**src/rtl/gpio_port4.sv**
```systemverilog
module gpio_port4 #(
  parameter int ADDR_W   = 4,
  parameter int DATA_W   = 8,
  parameter int PORT_W   = 4,
  parameter int OFS_DATA = 8,
  parameter int OFS_STAT = 9,
  parameter int OFS_DIR  = 10,
  parameter int TX_PIN   = 1,
  parameter int RX_PIN   = 0
) (
  input  logic              clk,
  input  logic              rst_n,
  input  logic [ADDR_W-1:0] bus_addr,
  input  logic              bus_wr,
  input  logic [DATA_W-1:0] bus_wdata,
  output logic [DATA_W-1:0] bus_rdata,
  input  logic [PORT_W-1:0] pad_in,
  output logic [PORT_W-1:0] pad_out,
  output logic [PORT_W-1:0] pad_oe,
  input  logic              ser_tx_en,
  input  logic              ser_rx_en,
  input  logic              ser_txd,
  output logic              ser_rxd
);
  localparam int PAD_HI = DATA_W - PORT_W;

  logic [PORT_W-1:0] latch_q, dir_q, sync1_q, sync2_q;
  logic              hit_data, hit_stat, hit_dir;
  logic              unused_hi;

  assign hit_data  = (bus_addr == ADDR_W'(OFS_DATA));
  assign hit_stat  = (bus_addr == ADDR_W'(OFS_STAT));
  assign hit_dir   = (bus_addr == ADDR_W'(OFS_DIR));
  assign unused_hi = ^bus_wdata[DATA_W-1:PORT_W];

  always_ff @(posedge clk or negedge rst_n) begin
    if (!rst_n) begin
      latch_q <= '0;
      dir_q   <= '0;
    end else if (bus_wr) begin
      if (hit_data) latch_q <= bus_wdata[PORT_W-1:0];
      if (hit_dir)  dir_q   <= bus_wdata[PORT_W-1:0];
    end
  end

  always_ff @(posedge clk or negedge rst_n) begin
    if (!rst_n) begin
      sync1_q <= '0;
      sync2_q <= '0;
    end else begin
      sync1_q <= pad_in;
      sync2_q <= sync1_q;
    end
  end

  always_comb begin
    pad_oe  = dir_q;
    pad_out = latch_q;
    if (ser_tx_en) begin
      pad_oe[TX_PIN]  = 1'b1;
      pad_out[TX_PIN] = ser_txd;
    end
    if (ser_rx_en) pad_oe[RX_PIN] = 1'b0;
  end

  always_comb begin
    bus_rdata = '0;
    if (hit_data)      bus_rdata[PORT_W-1:0] = (dir_q & latch_q) | (~dir_q & sync2_q);
    else if (hit_stat) bus_rdata[PORT_W-1:0] = sync2_q;
    else if (hit_dir)  bus_rdata[PORT_W-1:0] = dir_q;
  end

  assign ser_rxd = sync2_q[RX_PIN];

  logic [1:0] settle_q;
  always_ff @(posedge clk or negedge rst_n) begin
    if (!rst_n) settle_q <= '0;
    else if (settle_q != 2'd2) settle_q <= settle_q + 2'd1;
  end

  AST_UPPER_ZERO: assert property (@(posedge clk) disable iff (!rst_n)
    bus_rdata[DATA_W-1:PORT_W] == PAD_HI'(0)) else $error("upper bits set");
  AST_TX_TAKEOVER: assert property (@(posedge clk) disable iff (!rst_n)
    ser_tx_en |-> (pad_oe[TX_PIN] && pad_out[TX_PIN] == ser_txd)) else $error("tx pin");
  AST_RX_TAKEOVER: assert property (@(posedge clk) disable iff (!rst_n)
    ser_rx_en |-> !pad_oe[RX_PIN]) else $error("rx pin");
  AST_LATCH_WRITE: assert property (@(posedge clk) disable iff (!rst_n)
    (bus_wr && hit_data) |=> pad_out[PORT_W-1:2] == $past(bus_wdata[PORT_W-1:2])) else $error("latch write");
  AST_DIR_WRITE: assert property (@(posedge clk) disable iff (!rst_n)
    (bus_wr && hit_dir) |=> pad_oe[PORT_W-1:2] == $past(bus_wdata[PORT_W-1:2])) else $error("dir write");
  AST_STAT_SYNC: assert property (@(posedge clk) disable iff (!rst_n)
    (settle_q == 2'd2 && hit_stat) |-> bus_rdata[PORT_W-1:0] == $past(pad_in, 2)) else $error("status latency");
  AST_STAT_NOWRITE: assert property (@(posedge clk) disable iff (!rst_n)
    (bus_wr && hit_stat && !ser_tx_en && !ser_rx_en) |=>
      (ser_tx_en || ser_rx_en || ($stable(pad_out) && $stable(pad_oe)))) else $error("status write");
endmodule

```
**config.mk**
```make
export PLATFORM = sky130hd
export DESIGN_NAME = gpio_port4
export DESIGN_NICKNAME = d
export VERILOG_FILES = /design/src/rtl/gpio_port4.sv
export SDC_FILE = /design/constraint.sdc
export NUM_CORES = 1
export LEC_CHECK = 0
export BUFFER_PORTS_ARGS = -buffer_cell sky130_fd_sc_hd__buf_2
export CELL_PAD_IN_SITES_DETAIL_PLACEMENT = 1
export CELL_PAD_IN_SITES_GLOBAL_PLACEMENT = 1
export CORE_MARGIN = 5
export CORE_UTILIZATION = 34
export CTS_CLUSTER_SIZE = 28
export DETAILED_ROUTE_END_ITERATION = 8
export PLACE_DENSITY_LB_ADDON = 0.1
export SYNTH_ARGS = -nofsm -noshare
export SYNTH_HDL_FRONTEND = slang
export SYNTH_SLANG_ARGS = --single-unit
```
**constraint.sdc**
```tcl
create_clock -name clk -period 3.1 [get_ports clk]
set_input_delay 0.155 -clock clk [delete_from_list [all_inputs] [get_ports clk]]
set_output_delay 0.155 -clock clk [all_outputs]
set_load 0.02 [all_outputs]
```
Word level (Yosys, flattened, before mapping)
Index checks and enable logic that the tools add are counted.
{ "word_totals": {"elab_cells": 19, "reg_bits": 16, "input_bits": 22, "out_inout_bits": 17} }
{ "op_classes": {"eq_ne": 3, "muxes": 6, "n_bitwise": 4, "n_reduce_logical": 2} }
{ "ops": {"columns": ["op", "n"], "rows": [
  ["$eq 4x4->1 const B", 3],
  ["$mux 4", 3],
  ["$and 4x4->4", 2],
  ["$not 4->4", 1],
  ["$or 4x4->4", 1],
  ["$reduce_and 2->1", 2],
  ["$mux 1", 3]
]} }

Logic depth before layout (Yosys ltp)
{ "depth": {"depth_word": 4, "depth_mapped": 3, "ltp_nobuf": 3} }

Worst setup path after synthesis
OpenSTA, ideal clock, no wires.
{ "synth_path": {"kind": "register -> output", "start": "reg dir_q[2]", "end": "out bus_rdata[2]", "path_stages_with_launch": 4, "arrival_ns": 1.275, "required_time_ns": 2.945, "path_buffers": 0, "setup_slack_ns": 1.670, "cell_sequence": "dfrtp_1 nor2b_1 or3b_2 a21oi_1"} }
{ "synth_between": {"elab_chain_len": 4, "word_cells_on_any_way": 7, "classes_between": "mux: 3; bitwise: 4"} }
{ "synth_rtl": {"columns": ["item", "line", "source"], "rows": [
  ["start: declaration", "27", "logic [PORT_W-1:0] latch_q, dir_q, sync1_q, sync2_q;"],
  ["start signal: assignment", "42", "if (hit_dir) dir_q <= bus_wdata[PORT_W-1:0];"],
  ["$not 4->4", "68", "if (hit_data) bus_rdata[PORT_W-1:0] = (dir_q & latch_q) | (~dir_q & sync2_q);"],
  ["$and 4x4->4", "68", null],
  ["$or 4x4->4", "68", null],
  ["$mux 4 (*)", "68", null],
  ["end: declaration", "16", "output logic [DATA_W-1:0] bus_rdata,"]
]} }
Every way passes the cells marked *; elsewhere a longest branch is shown, timed or not.

Worst setup path after layout
{ "layout_path": {"start": "reg dir_q[0]", "end": "out bus_rdata[0]"} }
The elaborated chain is that of the path after synthesis.

==> results.md <==
- Levels on crit path: 4
- Worst EP arrival: 1.57 ns
- Count of cell types in the netlist: 15
- Hold Vio Cnt, Final: 0
- Largest net degree at the start of global routing: 17
- Met3 usage: 5.50%
- Total GRT Usage: 11.1%
- Via count: 523
- Final TNS setup: 0 ns
- Seq cells post-synth: 16
- Synth top area share: 54.6%
- Yosys synthesis warning count: 0
- Average wire per standard cell: 14.1 µm
- Max_cap viols: 0
- Layout Nets: 113
- RD Place Congestion: 0.636
- DR pass1 iterations: 2
- Critical path origin: dir_q[0]$_DFFE_PN0P_
- Clk Latency, worst-skew pair: 0.28 ns
- Vias per Instance: 4.47
- Crit path launch type: flip-flop
- CTS buffer count: 3
- Die height: 56.4 µm
- First-pass GRT wire length: 2660 µm
- # Post-CTS Setup Buffers: 0
- Delay of the slowest critical-path stage: 0.44 ns
- Power Dens Cells: 555 nW/µm²
- Post-layout instance area: 947 µm²
- Final setup margin: 1.37 ns
- Clock Path Buffers: 2
- Hold_buf cts: 5
- CP delay by family, top: simple AND/OR/NAND/NOR gates
- DR iter-0 viols: 11
- Horiz. Die Dim: 56.4 µm
- Number of flops mapped to enable cells by yosys: 0
- Synth async-reset ratio: 100%
- HPWL Detailed: 1310 µm
- Reg clk slew, reported paths: 0.09 ns
- Largest cells by area after synthesis: dfrtp_1 55%, buf_4 9.2%, mux2_4 8.2%
- Area occupied by multi-input gates: 277 µm²
- Pins Over Slew Limit: 0
- Worst Hold Class: input port to flip-flop
- Synth Cell Area: 733 µm²
- Register Area: 400 µm²
- Max VDD drop: 280 µV
- Initial antenna violation count: 0
- Primary FF master, synth: dfrtp_1
- Buf+Inv Stages, Crit Path: 1
- Number of remaining DRC errors: 0
- Fill cells: 242
- Clock root buffer: clkbuf_4
- Fin crit share: 55.7%
- Sequential cell area fraction in the yosys report: 54.6%
- Hold_sp: bus_wdata[2]
- CP max-delay cell: or3b_2
- Final setup viols: 0
- R2R Setup Slk: 2.29 ns
- Total wire length: 1650 µm
- Post-Syn Instances: 57
- FP Rows: 16
- Fin crit period: 1.73 ns
- Die ar.: 3180 µm²
- Area leader, netlist: dfrtp_1
- Post-Place Worst Slack: 1.69 ns
- I/O Pins: 39
- GR Overflow Total: 0
- CTS H-Tree Depth: 1
- Post-route ant nets: 0
- Reg-to-reg startpoint: dir_q[3]$_DFFE_PN0P_
- Initial Util: 36.6%
- Routing usage on met1: 13.6%
- Max Clock Freq: 579 MHz
- Core box area: 2000 µm²
- CP endpoint kind: primary output
- IO buf count: 30
- Final Skew: 0.00281 ns
- Cell Chain, Critical Path: nor2b_1 > or3b_2 > a21oi_1 > buf_2
- Worst Path Max Fanout: 3
- Area grow syn2layout: 29.2%
- M2 GR Usage: 17.2%
- Most common cell in the synthesized netlist: dfrtp_1
- Avg Cell Area, Syn: 12.9 µm²
- Share of cells above drive strength 1: 52.2%
- Worst R2R Path Depth: 1
- Crit Path Category: flip-flop to primary output
- CTS tree: done
- Crit path required time: 2.94 ns
- Outcome: finished clean
- Most used routing layer in global routing: met2
- Clk sinks: 16
- Vias in the first global route: 548
- Placed Area: 861 µm²
- Reg2Reg Capture Point: dir_q[3]$_DFFE_PN0P_
- Synth top cells by count: 16 x dfrtp_1, 9 x buf_4, 5 x nor2b_1
- Ant diodes: 0
- RSZ-0062 raised after global routing: no
- PostCTS Resize Cnt: 0
- Leakage: 0.468 nW
- Worst setup endpoint: bus_rdata[0]
where the power goes:
group / switching (mW) / leakage, nW / internal, mW
logic: 0.0701 / 0.256 / 0.0660
registers: 0.0186 / 0.191 / 0.238
clock network: 0.0617 / 0.0210 / 0.0714
total: 0.150 / 0.468 / 0.376
stage by stage:
| stage | hold WS (ns) | std cells | util (%) | power, mW |
|---|---|---|---|---|
| finish | 0.108 | 117 | 47.3 | 0.526 |
| global route | 0.0955 | 117 | 47.3 | 0.565 |
| CTS | 0.0980 | 117 | 47.3 | 0.540 |
| detailed placement | 0.0891 | 108 | 43.0 | 0.397 |
| global placement | 0.0894 | 108 | 43.0 | 0.390 |
| floorplan | -0.141 | 60 | - | 0.367 |
worst min path at each step:
stage                           end  cells after the start  slack, ns
2_1_floorplan  dir_q[0]$_DFFE_PN0P_                      0      -0.14
3_3_place_gp   dir_q[3]$_DFFE_PN0P_                      1       0.09
3_5_place_dp   dir_q[3]$_DFFE_PN0P_                      1       0.09
4_1_cts        dir_q[3]$_DFFE_PN0P_                      2        0.1
5_1_grt        dir_q[3]$_DFFE_PN0P_                      2        0.1
6_report       dir_q[2]$_DFFE_PN0P_                      2       0.11
layout by cell type (no fill, tap or decap), types with 2 or more instances in the layout:
master	count
mux2_1	2
a21oi_1	4
clkbuf_4	3
dlygate4sd3_1	5
dfrtp_1	16
mux2_2	3
or3b_2	4
o21ai_0	4
buf_2	30
mux2_4	4
conb_1	4
nor2b_1	5
area by class of cell:
cell class / instances / area share [%]
sequential: 16 / 42.3
timing repair buffer: 35 / 21.1
tap: 27 / 3.57
clock buffer: 4 / 3.83
multi-input combinational: 35 / 29.2
logic make-up after synthesis:
| group | share of synthesized area [%] |
|---|---|
| AND/OR/NAND/NOR | 14.3 |
| flip-flops | 54.6 |
| other | 0.511 |
| buffers and inverters | 9.21 |
| AO/OA/AOI/OAI | 5.46 |
| multiplexers | 15.9 |
metal layers:
layer	share of wire [%]	up-vias
li1	-	249
met1	41	249
met2	50	23
met3	8.0	2
met4	0.61	0
met5	0	-
registers in the layout, summed over array words and instances, names as in the netlist:
name / count
dir_q: 4
sync2_q: 4
sync1_q: 4
latch_q: 4
No activity file was read; power rests on OpenSTA's default activity.
